<file path="config.mk">
export PLATFORM = sky130hd
export DESIGN_NAME = reuse_table
export DESIGN_NICKNAME = d
export VERILOG_FILES = /design/src/rtl/reuse_pkg.sv /design/src/rtl/rt_way_match.sv /design/src/rtl/rt_age_touch.sv /design/src/rtl/rt_block_list.sv /design/src/rtl/reuse_table.sv
export SDC_FILE = /design/constraint.sdc
export NUM_CORES = 2
export LEC_CHECK = 0
export ABC_CLOCK_PERIOD_IN_PS = 11450
export BUFFER_PORTS_ARGS = -buffer_cell sky130_fd_sc_hd__buf_2
export CAP_MARGIN = 20
export CORE_UTILIZATION = 30
export DETAILED_ROUTE_END_ITERATION = 16
export SYNTH_ARGS = -nofsm -noshare
export SYNTH_HDL_FRONTEND = slang
export SYNTH_SLANG_ARGS = --single-unit
</file>
<file path="constraint.sdc">
create_clock -name clk -period 11.45 [get_ports clk]
set_input_delay 0.5725 -clock clk [delete_from_list [all_inputs] [get_ports clk]]
set_output_delay 0.5725 -clock clk [all_outputs]
set_load 0.02 [all_outputs]
</file>
<file path="src/rtl/reuse_pkg.sv">
package reuse_pkg;
  localparam int PC_W  = 16;
  localparam int TAG_W = 7;
  localparam logic [TAG_W-1:0] TAG_NONE = '1;

  typedef struct packed {
    logic [PC_W-1:0]  pc;
    logic [TAG_W-1:0] src0;
    logic [TAG_W-1:0] src1;
    logic [TAG_W-1:0] dst;
  } rt_entry_t;

  // A stored "no operand" field agrees with whatever the renamer holds.
  function automatic logic src_ok(input logic [TAG_W-1:0] stored,
                                  input logic [TAG_W-1:0] cur);
    return (stored == TAG_NONE) || (stored == cur);
  endfunction
endpackage

</file>
<file path="src/rtl/rt_way_match.sv">
module rt_way_match
  import reuse_pkg::*;
#(
  parameter int WAYS = 4
) (
  input  rt_entry_t [WAYS-1:0]         ents,
  input  logic [WAYS-1:0]              vld,
  input  logic [PC_W-1:0]              q_pc,
  input  logic [TAG_W-1:0]             q_src0,
  input  logic [TAG_W-1:0]             q_src1,
  output logic                         hit,
  output logic [$clog2(WAYS)-1:0]      hit_way,
  output logic [TAG_W-1:0]             hit_dst
);
  localparam int WAY_W = $clog2(WAYS);

  logic [WAYS-1:0] way_hit;

  genvar g;
  generate
    for (g = 0; g < WAYS; g++) begin : g_cmp
      assign way_hit[g] = vld[g]
                        && (ents[g].pc == q_pc)
                        && src_ok(ents[g].src0, q_src0)
                        && src_ok(ents[g].src1, q_src1);
    end
  endgenerate

  // Lowest-numbered matching way has priority.
  always_comb begin
    hit     = |way_hit;
    hit_way = '0;
    hit_dst = TAG_NONE;
    for (int i = WAYS - 1; i >= 0; i--) begin
      if (way_hit[i]) begin
        hit_way = WAY_W'(i);
        hit_dst = ents[i].dst;
      end
    end
  end
endmodule

</file>
<file path="src/rtl/rt_age_touch.sv">
module rt_age_touch #(
  parameter int WAYS = 4
) (
  input  logic [WAYS-1:0][$clog2(WAYS)-1:0] age_in,
  input  logic [$clog2(WAYS)-1:0]           touch,
  output logic [WAYS-1:0][$clog2(WAYS)-1:0] age_out
);
  localparam int WAY_W = $clog2(WAYS);

  logic [WAY_W-1:0] ref_age;

  // Ages form a permutation of 0..WAYS-1; 0 is most recent.
  always_comb begin
    ref_age = age_in[touch];
    for (int i = 0; i < WAYS; i++) begin
      if (WAY_W'(i) == touch)
        age_out[i] = '0;
      else if (age_in[i] < ref_age)
        age_out[i] = age_in[i] + 1'b1;
      else
        age_out[i] = age_in[i];
    end
  end
endmodule

</file>
<file path="src/rtl/rt_block_list.sv">
module rt_block_list
  import reuse_pkg::*;
#(
  parameter int BLK_N = 4
) (
  input  logic            clk,
  input  logic            rst_n,
  input  logic            add_en,
  input  logic [PC_W-1:0] add_pc,
  input  logic [PC_W-1:0] q_pc,
  output logic            q_blocked
);
  localparam int PTR_W = (BLK_N > 1) ? $clog2(BLK_N) : 1;

  logic [PC_W-1:0]  pcs_q [BLK_N];
  logic [BLK_N-1:0] used_q;
  logic [PTR_W-1:0] ptr_q;
  logic [BLK_N-1:0] slot_hit;

  always_ff @(posedge clk) begin
    if (!rst_n) begin
      used_q <= '0;
      ptr_q  <= '0;
    end else if (add_en) begin
      used_q[ptr_q] <= 1'b1;
      ptr_q <= (ptr_q == PTR_W'(BLK_N - 1)) ? '0 : ptr_q + 1'b1;
    end
  end

  always_ff @(posedge clk) begin
    if (add_en) pcs_q[ptr_q] <= add_pc;
  end

  genvar g;
  generate
    for (g = 0; g < BLK_N; g++) begin : g_slot
      assign slot_hit[g] = used_q[g] && (pcs_q[g] == q_pc);
    end
  endgenerate

  assign q_blocked = |slot_hit;
endmodule

</file>
<file path="src/rtl/reuse_table.sv">
module reuse_table
  import reuse_pkg::*;
#(
  parameter int SETS  = 16,
  parameter int WAYS  = 4,
  parameter int BLK_N = 4
) (
  input  logic             clk,
  input  logic             rst_n,
  input  logic             lk_valid,
  output logic             lk_ready,
  input  logic [PC_W-1:0]  lk_pc,
  input  logic [TAG_W-1:0] lk_src0,
  input  logic [TAG_W-1:0] lk_src1,
  input  logic             lk_is_load,
  output logic             rsp_valid,
  output logic             rsp_hit,
  output logic [TAG_W-1:0] rsp_dst,
  input  logic             fill_valid,
  output logic             fill_ready,
  input  logic [PC_W-1:0]  fill_pc,
  input  logic [TAG_W-1:0] fill_src0,
  input  logic [TAG_W-1:0] fill_src1,
  input  logic [TAG_W-1:0] fill_dst,
  input  logic             sq_valid,
  input  logic [PC_W-1:0]  sq_pc,
  output logic             free_valid,
  input  logic             free_ready,
  output logic [TAG_W-1:0] free_tag
);
  localparam int IDX_W = $clog2(SETS);
  localparam int WAY_W = $clog2(WAYS);

  typedef logic [WAYS-1:0][WAY_W-1:0] ages_t;

  rt_entry_t [WAYS-1:0] ent_q [SETS];
  logic [WAYS-1:0]      vld_q [SETS];
  ages_t                age_q [SETS];

  // ---------------- lookup path ----------------
  logic [IDX_W-1:0] lk_idx;
  logic             m_hit;
  logic [WAY_W-1:0] m_way;
  logic [TAG_W-1:0] m_dst;
  logic             blk_hit;
  logic             lk_grant;
  ages_t            lk_age_new;

  assign lk_ready = 1'b1;
  assign lk_idx   = lk_pc[IDX_W-1:0];

  rt_way_match #(.WAYS(WAYS)) u_match (
    .ents    (ent_q[lk_idx]),
    .vld     (vld_q[lk_idx]),
    .q_pc    (lk_pc),
    .q_src0  (lk_src0),
    .q_src1  (lk_src1),
    .hit     (m_hit),
    .hit_way (m_way),
    .hit_dst (m_dst)
  );

  rt_block_list #(.BLK_N(BLK_N)) u_blk (
    .clk       (clk),
    .rst_n     (rst_n),
    .add_en    (sq_valid),
    .add_pc    (sq_pc),
    .q_pc      (lk_pc),
    .q_blocked (blk_hit)
  );

  assign lk_grant = lk_valid && m_hit && !(lk_is_load && blk_hit);

  rt_age_touch #(.WAYS(WAYS)) u_age_lk (
    .age_in  (age_q[lk_idx]),
    .touch   (m_way),
    .age_out (lk_age_new)
  );

  // ---------------- fill path ----------------
  logic [IDX_W-1:0] fl_idx;
  logic             fill_fire;
  logic             free_stall;
  logic [WAY_W-1:0] victim;
  logic             vic_live;
  logic [TAG_W-1:0] vic_dst;
  logic [WAYS-1:0]  fl_vld;
  ages_t            fl_age;
  ages_t            fl_age_new;
  rt_entry_t        new_ent;

  assign fl_idx     = fill_pc[IDX_W-1:0];
  assign free_stall = free_valid && !free_ready;
  assign fill_ready = !lk_valid && !free_stall;
  assign fill_fire  = fill_valid && fill_ready;
  assign fl_vld     = vld_q[fl_idx];
  assign fl_age     = age_q[fl_idx];

  // Empty way first (lowest index), otherwise the oldest way.
  always_comb begin
    logic found;
    found  = 1'b0;
    victim = '0;
    for (int i = 0; i < WAYS; i++) begin
      if (!found && !fl_vld[i]) begin
        victim = WAY_W'(i);
        found  = 1'b1;
      end
    end
    if (!found) begin
      for (int i = 0; i < WAYS; i++) begin
        if (fl_age[i] == WAY_W'(WAYS - 1)) victim = WAY_W'(i);
      end
    end
    vic_live = !found;
  end

  assign vic_dst = ent_q[fl_idx][victim].dst;

  rt_age_touch #(.WAYS(WAYS)) u_age_fl (
    .age_in  (fl_age),
    .touch   (victim),
    .age_out (fl_age_new)
  );

  always_comb begin
    new_ent.pc   = fill_pc;
    new_ent.src0 = fill_src0;
    new_ent.src1 = fill_src1;
    new_ent.dst  = fill_dst;
  end

  // Consumers of the register being freed, across every set.
  logic [WAYS-1:0] kill [SETS];
  always_comb begin
    for (int s = 0; s < SETS; s++) begin
      for (int w = 0; w < WAYS; w++) begin
        kill[s][w] = vld_q[s][w]
                   && ((ent_q[s][w].src0 == vic_dst) || (ent_q[s][w].src1 == vic_dst));
      end
    end
  end

  // ---------------- state ----------------
  always_ff @(posedge clk) begin
    if (!rst_n) begin
      for (int s = 0; s < SETS; s++) begin
        vld_q[s] <= '0;
        for (int w = 0; w < WAYS; w++) age_q[s][w] <= WAY_W'(w);
      end
      rsp_valid  <= 1'b0;
      rsp_hit    <= 1'b0;
      rsp_dst    <= TAG_NONE;
      free_valid <= 1'b0;
      free_tag   <= '0;
    end else begin
      rsp_valid <= lk_valid;
      rsp_hit   <= lk_grant;
      rsp_dst   <= lk_grant ? m_dst : TAG_NONE;

      if (lk_grant) age_q[lk_idx] <= lk_age_new;

      if (free_valid && free_ready) free_valid <= 1'b0;

      if (fill_fire) begin
        if (vic_live) begin
          for (int s = 0; s < SETS; s++) begin
            for (int w = 0; w < WAYS; w++) begin
              if (kill[s][w]) vld_q[s][w] <= 1'b0;
            end
          end
          free_valid <= 1'b1;
          free_tag   <= vic_dst;
        end
        vld_q[fl_idx][victim] <= 1'b1;
        age_q[fl_idx]         <= fl_age_new;
      end
    end
  end

  always_ff @(posedge clk) begin
    if (fill_fire) ent_q[fl_idx][victim] <= new_ent;
  end
endmodule

</file>
After elaboration in Yosys (flattened, before gate mapping)
Memories as Yosys holds them, arrays and structs flattened. Cells that the tools add are included.

Register bits: 23. Latch bits: 0. Bits in writable memories: 2624. ROM bits: 0. Output and inout bits: 19. Logic and storage cells: 896. Memories kept: 4.

Memory list: ent_q (words 16, width 148, read ports 18, clocked after memory_dff 0, wr ports 1, RTL line reuse_table.sv:36) `rt_entry_t [WAYS-1:0] ent_q [SETS];`; age_q (words 16, width 8, read ports 2, clocked after memory_dff 0, wr ports 16, RTL line reuse_table.sv:38) `ages_t age_q [SETS];`; u_blk.pcs_q (words 4, width 16, read ports 4, clocked after memory_dff 0, wr ports 1, RTL line rt_block_list.sv:15) `logic [PC_W-1:0] pcs_q [BLK_N];`; vld_q (words 16, width 4, read ports 18, clocked after memory_dff 0, wr ports 17, RTL line reuse_table.sv:37) `logic [WAYS-1:0] vld_q [SETS];`.

$add $sub $neg: 9. $mul: 0. Divide/modulo/power cells: 0. $lt $le $gt $ge: 13. Equal/unequal tests: 163. Shift operators: 0. Multiplexer cells: 453. Bitwise operators: 66. Reduce and logical (&&, ||, !) cells: 181.

Operators by type and width (count): $eq A7 B7 Y1 (136); $mux W1 (405); $mux W148 (1); $eq A16 B16 Y1 (8); $logic_and A1 B1 Y1 (92); $bmux W37 S2 (1); $demux W37 S2 (1); $logic_or A1 B1 Y1 (72); $or A1 B1 Y1 (64); $mux W2 (30); $eq A7 B7 Y1 const B (8); $mux W37 (1); $mux W7 (5); $add A2 B1 Y2 const B (9); $lt A2 B2 Y1 (8); $mux W8 (2); $reduce_or A8 Y1 (2); $mux W4 (3); $eq A2 B2 Y1 const B (5); $logic_not A1 Y1 (9); $lt A2 B3 Y1 const B (3); $bmux W2 S2 (2); $eq A2 B2 Y1 const A (4); $reduce_or A4 Y1 (2); other kinds (7) (12).

Logic depth before layout (Yosys ltp)
An unclocked memory read counts as a cell.

Depth in word-level cells: 26. Mapped depth: 29. Depth with buffers taken out: 18.

By module
From an unflattened synthesis, not the netlist that was laid out.

Cells, all modules: 6183. Area, all modules: 118298.5 sq um.

Modules (own cells, without submodules): reuse_table (instances 1, cells each 5689, area an instance 113010.9 sq um, sequential area each 76573.4 sq um); rt_block_list (instances 1, cells each 184, area an instance 2935.3 sq um, sequential area each 2042.0 sq um); rt_way_match (instances 1, cells each 240, area an instance 1749.2 sq um, sequential area each 0.0 sq um); rt_age_touch (instances 2, cells each 35, area an instance 301.5 sq um, sequential area each 0.0 sq um).

Worst setup path before layout
Ideal clock, no wire load.

Path kind: in2reg. From: in fill_pc[0]. To: mem ent_q[12][0] in the netlist's numbering (enable). Setup time: 0.434 ns. Arrival: 7.981 ns. Slack: 3.035 ns. Stages: 21. Buffers on the path: 11. Cell sequence: buf_2 > buf_4 > buf_4 > buf_4 > buf_4 > buf_4 > buf_2 > buf_1 > mux4_2 > mux4_2 > ha_1 > nor2_1 > o21ai_0 > or3_1 > a2111oi_0 > nand2b_1 > buf_2 > buf_1 > nand2_1 > clkbuf_1 > nor2_1.

Longest elaborated chain between the ends: 20.

Ends and longest elaborated chain: from (decl) (RTL line reuse_table.sv:21) `input logic [PC_W-1:0] fill_pc,`; $mem_v2 Z16 W4; $logic_not A1 Y1 (RTL line reuse_table.sv:105) `if (!found && !fl_vld[i]) begin`; $logic_and A1 B1 Y1 (RTL line reuse_table.sv:105); $mux W1 (RTL line reuse_table.sv:105); $logic_not A1 Y1 (RTL line reuse_table.sv:105); $logic_and A1 B1 Y1 (RTL line reuse_table.sv:105); $mux W1 (RTL line reuse_table.sv:105); $logic_not A1 Y1 (RTL line reuse_table.sv:105); $logic_and A1 B1 Y1 (RTL line reuse_table.sv:105); $mux W2 (RTL line reuse_table.sv:105); $mux W2 (4 in a row) (RTL line reuse_table.sv:112) `if (fl_age[i] == WAY_W'(WAYS - 1)) victim = WAY_W'(i);`; $mux W2 (RTL line reuse_table.sv:110) `if (!found) begin`; $lt A2 B3 Y1 (implied by the code) / $ge A2 B1 Y1 (equally long branches) (RTL line reuse_table.sv:182) `if (fill_fire) ent_q[fl_idx][victim] <= new_ent;`; $logic_and A1 B1 Y1 (implied by the code) (RTL line reuse_table.sv:182); $mux W37 (implied by the code) (RTL line reuse_table.sv:182); $demux W37 S2 (RTL line reuse_table.sv:182); $mux W148 (implied by the code) (RTL line reuse_table.sv:182); to (decl) (RTL line reuse_table.sv:36).

Parallel ways exist; a longest one is shown, timed or not.

==> reports/metrics.csv <==
stage,metric,value,unit
status,status,"finished, final reports clean",
sta,finalClockSkew,0.103,ns
power_and_ir_drop,clkPwrFrac,42.1,%
routing,vias,75400,
yosys,ys_seq_elements,2647,
sta,max_freq,0.129,GHz
sta,slew_violations,0,
final_layout,final_cells,13000,
grt,grt_pass1_wl,589000,um
critical_path,end_kind,flop,
routing,met2_length,188000,um
placed_design,dp_cells,12400,
critical_path,cp.required,11.95,ns
clock_tree,cts_tree,built,
yosys,synth.distinct_cells,86,
grt,grt_overflow,0,
grt,track_usage,20.3,%
power_and_ir_drop,p_switching,5.32,mW
sta,layout_setup_ws,3.71,ns
placed_design,numPortBuffers,107,
clock_tree,clkLatencyLatePin,0.89,ns
routing,wl_met1,163000,um
yosys,synth_edf_count,2560,
floorplanning,num_rows,233,
floorplanning,die_y,640,um
yosys,async_reset_ff_share,0,%
sta,finalSetupTns,0,ns
yosys,syn_inst,7170,
sta,rsz0062_at_grt,no,
routing,wl_met3,52500,um
sta,hold_ws,0.0376,ns
power_and_ir_drop,internal-power,16.8,mW
floorplanning,io_pins,109,
routing,drt-initial-drc-count,11900,
sta,period_share,67.6,%
grt,grt_pass1_vias,74300,
sta,fin_crit,7.74,ns
routing,drt_pass1_iterations,11,
power_and_ir_drop,combPwrFrac,9.6,%
power_and_ir_drop,finalPower,22.1,mW
routing,wl_per_cell,32.8,um
sta,setup_violations,0,
sta,worst_pin_slew,1.21,ns
yosys,syn_area,122000,sq um
yosys,synth.most_common_cell,edfxtp_1,
floorplanning,core,404000,sq um
power_and_ir_drop,p_per_area,159,nW/um^2
grt,antenna_found_initial,38,
floorplanning,die_w,640,um
power_and_ir_drop,power_leakage,42.8,nW
routing,vias_per_cell,5.79,
yosys,synth.avg_cell_area,17.0,sq um
yosys,synth_area_leaders,"edfxtp_1, mux4_2, xnor2_1",
power_and_ir_drop,peakVddDrop,0.000107,V
placed_design,dp_slack,3.19,ns
power_and_ir_drop,p_sw_share,24.0,%
yosys,synthFlopType,edfxtp_1,
yosys,yosysTopAreaCell,edfxtp_1,
final_layout,area_growth,14.2,%
floorplanning,start_util,30.2,%
sta,finalHoldViolations,0,
final_layout,finalNetCount,7469,
critical_path,worstPathArrival,8.24,ns
clock_tree,cts_sinks,2647,
critical_path,path_max_fanout,60,
clock_tree,htree_levels,5,
final_layout,drive_gt1_share,23.1,%
yosys,synthTopCellsByCount,"edfxtp_1, mux4_2, xnor2_1, nor2_1, xor2_1",
clock_tree,cts_root_buf,clkbuf_16,
sta,relSlewSlack,17.3,%
clock_tree,clockBufferDepth,4,
placed_design,dp_hpwl,260000,um
run,drv_cap,0,
routing,drt-total-wl,427000,um
yosys,netlist.area_leader.share,63.0,%
critical_path,path_class,in2reg,
clock_tree,path_clk_slew,0.06,ns
routing,ant_nets,0,
hold_path,hp-class,in2reg,
routing,maxUsedRoutingLayer,met5,
critical_path,start_kind,primary input,
yosys,ys_warn_count,0,
power_and_ir_drop,sequentialPowerShare,48.3,%
clock_tree,cts_made_buffers,289,
floorplanning,die_area,409000,sq um
placed_design,place_congestion,0.930,
clock_tree,post_cts_resize_count,0,
yosys,synthesis.nets,7276,
routing,post-route-drc-count,0,
grt,grt_max_degree,112,
yosys,yosysSeqAreaShare,64.5,%
## area by class of cell
type	count	area (sq um)
diodes	18	45.0
inverters	31	128
flip-flops and latches	2647	78600
fillers	37900	265000
clock buffers	376	7720
well taps	5405	6760
repair buffers	397	3270
clock inverters	142	1490
multi-input cells	3997	41200
## critical path, stage by stage
cell	delay, ns
buf_8	0.41
buf_4	0.67
mux4_2	0.59
mux4_2	0.47
xor2_1	0.19
nor4_1	0.82
nand2_1	0.40
a2111oi_4	0.92
inv_1	0.55
a21oi_1	0.26
a21o_1	0.19
ha_1	0.27
or3_1	0.40
xnor2_1	0.15
a21oi_1	0.91
nand3_1	0.22
## repair_timing
| item | 4_1_cts | 5_1_grt |
|---|---|---|
| hold endpoints to repair | 60 | 0 |
| setup buffers | 0 | 0 |
| hold buffers | 15 | 0 |
## cell usage in the layout (no fill, tap or decap), drive strengths merged, types with 45 or more instances in the layout
cell type  instances
a22oi             92
clkbuf           377
clkinv            90
mux4             788
a21oi            145
mux2              59
edfxtp          2560
nor4              80
nand3            101
o22ai             97
mux2i            235
nor3              86
dfxtp             87
nand4            144
nand2            218
inv               45
buf              381
nor2             294
xnor2            608
xor2             270
o21ai            167
## worst paths after layout
kind / start / slack (ns) / cells after the start / to
max: lk_pc[0] / 3.71 / 16 / age_q[12][5]
min: fill_pc[10] / 0.04 / 1 / ent_q[12][142]
max reg2reg: age_q[15][7] / 4.34 / 19 / vld_q[5][0]
min reg2reg: u_blk.used_q[0] / 0.47 / 1 / u_blk.used_q[0]
## layer usage
metal | track usage [%] | vias up
met5 | 0 | -
met4 | 9.26 | 18
met3 | 5.48 | 1101
met2 | 30.6 | 5266
met1 | 27.2 | 39400
li1 | - | 29600
## per-stage QoR
step / instance area, sq um / utilization [%]
final: 139000 / 34.5
after global routing: 139000 / 34.5
after CTS: 139000 / 34.4
after detailed placement: 129000 / 32.0
after global placement: 129000 / 32.0
after floorplan: 122000 / -
## logic make-up after synthesis
family,Yosys count,synth area share (%)
simple gates,1119,4.56
fa+ha+maj,16,0.164
xor+xnor,878,6.31
mux,1082,17.0
other cells,1,0.00308
flops,2647,64.5
buf+inv,526,2.29
compound gates,901,5.18
## power by group through the flow
stage	logic [mW]	clock network, mW	registers (mW)
after CTS	2.06	9.39	10.7
after detailed placement	2.05	0	10.9
final	2.12	9.31	10.7
after global placement	2.03	0	10.9
after floorplan	1.25	0	10.9
after global routing	2.18	9.73	10.7
## flip-flops by register name, summed over array words and instances, names as in the netlist
name	count
age_q	128
ent_q	2368
free_tag	7
free_valid	1
rsp_dst	7
rsp_hit	1
rsp_valid	1
u_blk.pcs_q	64
u_blk.ptr_q	2
u_blk.used_q	4
vld_q	64
Power figures use the tool's default switching activity.
